<file path="src/rtl/crit_range_pkg.sv">
package crit_range_pkg;

   typedef enum logic [2:0] {
      RK_BASE  = 3'd0,
      RK_LIMIT = 3'd1,
      RK_CTRL  = 3'd2,
      RK_SRST  = 3'd3,
      RK_NONE  = 3'd4
   } reg_kind_e;

   // Classify a register index for a bank of n windows.
   function automatic reg_kind_e kind_of(input int unsigned idx, input int unsigned n);
      if (idx < 2 * n)       return (idx % 2 == 0) ? RK_BASE : RK_LIMIT;
      else if (idx == 2 * n) return RK_CTRL;
      else if (idx == 2 * n + 1) return RK_SRST;
      else                   return RK_NONE;
   endfunction

   function automatic int unsigned slot_of(input int unsigned idx);
      return idx / 2;
   endfunction

endpackage

</file>
<file path="src/rtl/crit_range_bank.sv">
module crit_range_bank
   import crit_range_pkg::*;
#(
   parameter int unsigned N     = 4,
   parameter int unsigned DW    = 32,
   parameter int unsigned IW    = 4
) (
   input  logic                   clk,
   input  logic                   rst_n,
   input  logic [IW-1:0]          reg_idx,
   input  logic [DW-1:0]          reg_wdata,
   input  logic                   reg_we,
   output logic [DW-1:0]          reg_rdata,
   output logic [N-1:0][DW-1:0]   base_o,
   output logic [N-1:0][DW-1:0]   lim_o,
   output logic [N-1:0]           en_o
);
   localparam int unsigned CTRL_IDX = 2 * N;

   logic [N-1:0][DW-1:0] base_q;
   logic [N-1:0][DW-1:0] lim_q;
   logic [N-1:0]         en_q;

   for (genvar k = 0; k < N; k++) begin : g_win
      always_ff @(posedge clk) begin
         if (!rst_n) begin
            base_q[k] <= '0;
            lim_q[k]  <= '0;
         end else if (reg_we) begin
            if (reg_idx == IW'(2 * k))     base_q[k] <= reg_wdata;
            if (reg_idx == IW'(2 * k + 1)) lim_q[k]  <= reg_wdata;
         end
      end
   end

   always_ff @(posedge clk) begin
      if (!rst_n)                                en_q <= '0;
      else if (reg_we && reg_idx == IW'(CTRL_IDX)) en_q <= reg_wdata[N-1:0];
   end

   always_comb begin
      reg_rdata = '0;
      unique case (kind_of(int'(reg_idx), N))
         RK_BASE:  reg_rdata = base_q[slot_of(int'(reg_idx))];
         RK_LIMIT: reg_rdata = lim_q[slot_of(int'(reg_idx))];
         RK_CTRL:  reg_rdata[N-1:0] = en_q;
         default:  reg_rdata = '0;
      endcase
   end

   assign base_o = base_q;
   assign lim_o  = lim_q;
   assign en_o   = en_q;
endmodule

</file>
<file path="src/rtl/crit_range_match.sv">
module crit_range_match #(
   parameter int unsigned DW = 32
) (
   input  logic [DW-1:0] addr,
   input  logic [DW-1:0] lo,
   input  logic [DW-1:0] hi,
   input  logic          en,
   output logic          hit
);
   logic above_lo, below_hi;
   assign above_lo = (addr >= lo);
   assign below_hi = (addr <= hi);
   assign hit      = en & above_lo & below_hi;
endmodule

</file>
<file path="src/rtl/crit_range_pulse.sv">
module crit_range_pulse (
   input  logic clk,
   input  logic rst_n,
   input  logic fire,
   output logic pulse
);
   always_ff @(posedge clk) begin
      if (!rst_n) pulse <= 1'b0;
      else        pulse <= fire;
   end
endmodule

</file>
<file path="src/rtl/crit_range_regs.sv">
module crit_range_regs
   import crit_range_pkg::*;
#(
   parameter int unsigned NUM_RANGES = 4,
   parameter int unsigned DATA_W     = 32,
   localparam int unsigned IDX_W     = $clog2(2 * NUM_RANGES + 2)
) (
   input  logic              clk,
   input  logic              rst_n,
   input  logic [IDX_W-1:0]  reg_idx,
   input  logic [DATA_W-1:0] reg_wdata,
   input  logic              reg_we,
   output logic [DATA_W-1:0] reg_rdata,
   input  logic [DATA_W-1:0] acc_addr,
   output logic              acc_crit,
   output logic              crit_clear
);
   localparam int unsigned SRST_IDX = 2 * NUM_RANGES + 1;

   if (NUM_RANGES < 1 || NUM_RANGES > 16) begin : g_bad_n
      $error("NUM_RANGES must be 1..16");
   end
   if (DATA_W < 8 || DATA_W < NUM_RANGES) begin : g_bad_w
      $error("DATA_W must be at least 8 and at least NUM_RANGES");
   end

   logic [NUM_RANGES-1:0][DATA_W-1:0] base_w;
   logic [NUM_RANGES-1:0][DATA_W-1:0] lim_w;
   logic [NUM_RANGES-1:0]             en_q;
   logic [NUM_RANGES-1:0]             hit_w;
   logic                              srst_fire;

   crit_range_bank #(.N(NUM_RANGES), .DW(DATA_W), .IW(IDX_W)) u_bank (
      .clk       (clk),
      .rst_n     (rst_n),
      .reg_idx   (reg_idx),
      .reg_wdata (reg_wdata),
      .reg_we    (reg_we),
      .reg_rdata (reg_rdata),
      .base_o    (base_w),
      .lim_o     (lim_w),
      .en_o      (en_q)
   );

   for (genvar k = 0; k < NUM_RANGES; k++) begin : g_cmp
      crit_range_match #(.DW(DATA_W)) u_match (
         .addr (acc_addr),
         .lo   (base_w[k]),
         .hi   (lim_w[k]),
         .en   (en_q[k]),
         .hit  (hit_w[k])
      );
   end

   assign acc_crit  = |hit_w;
   assign srst_fire = reg_we && (reg_idx == IDX_W'(SRST_IDX));

   crit_range_pulse u_pulse (
      .clk   (clk),
      .rst_n (rst_n),
      .fire  (srst_fire),
      .pulse (crit_clear)
   );
endmodule

</file>
<file path="config.mk">
export PLATFORM = sky130hd
export DESIGN_NAME = crit_range_regs
export DESIGN_NICKNAME = d
export VERILOG_FILES = /design/src/rtl/crit_range_pkg.sv /design/src/rtl/crit_range_bank.sv /design/src/rtl/crit_range_match.sv /design/src/rtl/crit_range_pulse.sv /design/src/rtl/crit_range_regs.sv
export SDC_FILE = /design/constraint.sdc
export NUM_CORES = 1
export LEC_CHECK = 0
export BUFFER_PORTS_ARGS = -buffer_cell sky130_fd_sc_hd__buf_2
export CORE_ASPECT_RATIO = 1.75
export CORE_MARGIN = 2
export CORE_UTILIZATION = 40
export CTS_BUF_LIST = sky130_fd_sc_hd__clkbuf_16
export DETAILED_ROUTE_END_ITERATION = 16
export MAX_ROUTING_LAYER = met4
export PLACE_DENSITY_LB_ADDON = 0.08
export RECOVER_POWER = 50
export SYNTH_ARGS = -nofsm -noshare
export SYNTH_HDL_FRONTEND = slang
export SYNTH_HIERARCHICAL = 1
export SYNTH_SLANG_ARGS = --single-unit
</file>
<file path="constraint.sdc">
create_clock -name clk -period 4.3 [get_ports clk]
set_clock_uncertainty 0.05 [all_clocks]
set_input_delay 0.86 -clock clk [delete_from_list [all_inputs] [get_ports clk]]
set_output_delay 0.86 -clock clk [all_outputs]
set_load 0.01 [all_outputs]
</file>
==> summary.md <==
| Metric | Value |
|---|---|
| Number of clock sinks | `261` |
| Initial antenna violation count | `1` |
| RSZ-0062 raised after global routing | `false` |
| CTS Buf Count | `29` |
| Worst Hold End | `u_bank/base_o[67]` |
| Post-Synthesis Cells | `2295` |
| Post-route non-filler standard cell count | `2950` |
| Final hold vios | `0` |
| Synth area leaders | `dfxtp_1 (27%), ha_1 (17%), nand3_1 (7.7%)` |
| Final setup vio count | `0` |
| Worst setup SP type | `input port` |
| Worst path slowest cell | `or4_4` |
| Layout area overhead | `11.2%` |
| R2r endpoint | `u_bank/en_o[2]` |
| Vias per inst | `5.96` |
| Synth Net Count | `2622` |
| Core area | `47700 um2` |
| Initial Utilization | `0.404` |
| Status | `finished, violations left` |
| Yosys cell types | `53` |
| Least-Margin Pin Slew | `1.92 ns` |
| Stages on worst setup path | `12` |
| Power density cells | `271 nW/um2` |
| Largest net degree at the start of global routing | `127` |
| Antenna Nets Post-Route | `0` |
| Crit path required time | `3.39 ns` |
| Placed cell area | `20500 um2` |
| Final min period | `4.25 ns` |
| CP max stage delay | `0.62 ns` |
| Arr. time, crit path | `3.34 ns` |
| Die Area | `50000 um2` |
| Max Buffers Root-to-Sink | `3` |
| # Post-CTS Setup Buffers | `0` |
| Final period util | `0.989` |
| Cell family with most CP delay | `compound AO/OA/AOI/OAI gates` |
| Relative slew margins | `-0.280` |
| Cts hold-fix bufs | `0` |
| Worst skew pair latency | `0.58 ns` |
| Violated checks | `capacitance limit, slew limit` |
| Worst min-delay path startpoint | `u_bank/base_o[67]` |
| Critical path cell sequence | `buf_2 > buf_6 > inv_1 > ha_1 > nand2b_1 > a2111o_1 > a31oi_2 > o211ai_1 > a21oi_1 > a311oi_1 > or4_4 > buf_6` |
| Most used cell along the critical path | `buf_6` |
| Crit end category | `output port` |
| Nets | `2661` |
| WL/cell | `24.2 um` |
| Pre-CTS setup slack | `-0.235 ns` |
| Fmax | `235 MHz` |
| Vias in the first global route | `18.0k` |
| Max Slew Vio Count | `31` |
| Aggregate global routing overflow | `0` |
| IO Count | `105` |
| Area leader, netlist | `dfxtp_1` |
| Final Wtd Congestion | `0.883` |
| Crit path buf inv count | `4` |
| Critical path fanouts, max | `3` |
| Reg2Reg Depth | `2` |
| Design area | `21400 um2` |
| Total power | `5.82 mW` |
| Placed insts | `2897` |
| WHS Path Cells | `2` |
| Via count | `17.6k` |
| Die height | `294 um` |
| FF+latch count, synth | `261` |
| Clock root cell | `clkbuf_16` |
| Core Rows | `106` |
| # fillers | `4811` |
| Total track usage | `0.291` |
| Hold WS | `0.439 ns` |
| Die W | `170 um` |
| R2r setup slk | `3.40 ns` |
| Predominant post-synthesis flop cell | `dfxtp_1` |
| Tightest Hold Check Type | `reg2reg` |
| Total Wirelength | `71300 um` |
| Setup CP Type | `in2out` |
| Mapped Area | `19300 um2` |
| Hpwl dp | `49600 um` |
| Peak supply drop | `0.000301 V` |
| Total of max-cap violations | `1` |
| First-pass GRT wire length | `109000 um` |
| RR Startpoint | `u_bank/en_o[2]` |
| PnR worst setup slack | `0.0489 ns` |
| Synth top area share | `0.271` |
| CTS tree | `yes` |
| Ys Warns | `6` |
| Drt drc | `0` |
| Total iterations of the first detailed-routing run | `5` |
| Post-synth EDFFs | `0` |
| Sequential area share after synthesis | `0.271` |
| Share of cells above drive strength 1 | `0.145` |
| Synth Area per Inst | `8.40 um2` |
| Number of H-tree levels | `1` |
| Port Buf Inserts | `104` |
| Starting DRT DRC Count | `1240` |
| Clock transition at path regs | `0.05 ns` |
| Leakage | `7.63 nW` |
| Fraction of registers with async set/reset | `0` |
-- synthesized netlist by cell type (2+ instances only) --
cell type	number
o21ai_2	4
buf_6	15
o21ai_0	290
a311oi_1	4
a21oi_2	4
a221oi_1	8
buf_4	23
a21boi_1	187
and3b_1	2
a221o_1	4
nand3b_1	2
and4_1	11
inv_1	257
o31ai_1	9
nand2b_1	11
o21a_1	2
buf_2	49
and2_0	4
nor4_1	8
a21boi_0	76
nor2b_1	9
nand2_1	48
mux2i_1	28
mux4_2	56
a211oi_2	4
clkbuf_1	107
nand3_1	295
o22ai_1	8
a2111o_1	7
or2_2	2
ha_1	256
o211ai_1	3
dfxtp_1	261
nand4_1	31
a31oi_1	7
a21oi_1	75
mux2_2	16
a21o_1	30
or2_1	4
a211oi_1	8
nor3_1	4
nor2_1	51
and3_1	5
-- cell type report --
type                    count  area (um2)  area share
multi-input cells        1582       12200       0.570
flip-flops and latches    261        5230       0.244
repair buffers            203        1450      0.0675
inverters                 257         965      0.0450
well taps                 594         743      0.0347
clock buffers              29         726      0.0339
clock inverters            23         110     0.00514
diodes                      1        2.50    0.000117
-- flip-flops by register name (all words and copies together) (netlist names) --
register       flops
u_bank/base_o    128
u_bank/en_o        4
u_bank/lim_o     128
u_pulse/pulse      1
-- logic make-up (layout without fill, tap and decap cells) --
kind of cell    Yosys count  count (layout)  synth area share
compound gates          732             732             0.241
fa+ha+maj               256             256             0.166
buf+inv                 452             512             0.101
flops                   261             261             0.271
mux                     100             100            0.0893
other cells               0               1                 0
simple gates            494             494             0.131
-- tightest hold or removal path: cells and delay by family (launching register included) --
kind,cells,cell delay [ns]
DFF,1,0.31
AOI/OAI and AO/OA,2,0.13
-- timing repair --
action | in CTS | in global routing
setup endpoints to repair | 1 | 1
hold endpoints to repair | 0 | 0
cloned | 0 | 0
pin swaps | 0 | 13
gates resized for setup | 8 | 14
-- power breakdown --
group,switching [mW],internal (mW)
Sequential,0.0245,2.45
Clock,1.11,1.22
Combinational,0.646,0.375
-- worst max path at each step --
stage | start | end | slack, ns
finish | acc_addr[0] | acc_crit | 0.05
global route | acc_addr[0] | acc_crit | 0.003
CTS | acc_addr[25] | acc_crit | 0.009
detailed placement | acc_addr[25] | acc_crit | -0.23
global placement | acc_addr[25] | acc_crit | -0.23
floorplan | acc_addr[0] | acc_crit | 0.60
-- through the flow --
step,util,TNS (ns)
2_1_floorplan,-,0
3_3_place_gp,0.430,-0.229
3_5_place_dp,0.430,-0.235
4_1_cts,0.449,0
5_1_grt,0.449,0
6_report,0.449,0
-- cells in the final DEF, fill, tap and decap left out, types with 6 or more instances in the layout --
cell       synthesis  layout
a2111o_1           7       7
a211oi_1           8       7
a21boi_0          76     172
a21boi_1         187      91
a21o_1            30      30
a21oi_1           75      73
a21oi_2            4       6
and4_1            11      11
buf_12             0      15
buf_2             49      99
buf_4             23      77
clkbuf_16          0      29
clkinv_1           0       6
dfxtp_1          261     261
ha_1             256     256
inv_1            257     265
mux2_2            16      16
mux2i_1           28      28
mux4_2            56      56
nand2_1           48      48
nand2b_1          11      10
nand3_1          295     295
nand4_1           31      31
nor2_1            51      50
nor2b_1            9       9
nor4_1             8       8
o21ai_0          290     286
o22ai_1            8       8
o31ai_1            9       8
-- per-layer routing --
| layer | GRT usage | up-vias | wire length, um |
|---|---|---|---|
| met3 | 0.0236 | 174 | 2780 |
| met1 | 0.321 | 8569 | 27700 |
| li1 | - | 8302 | - |
| met2 | 0.529 | 526 | 37100 |
| met5 | - | - | 0 |
| met4 | 0.137 | 0 | 3650 |
(Power assumes the default switching activity.)
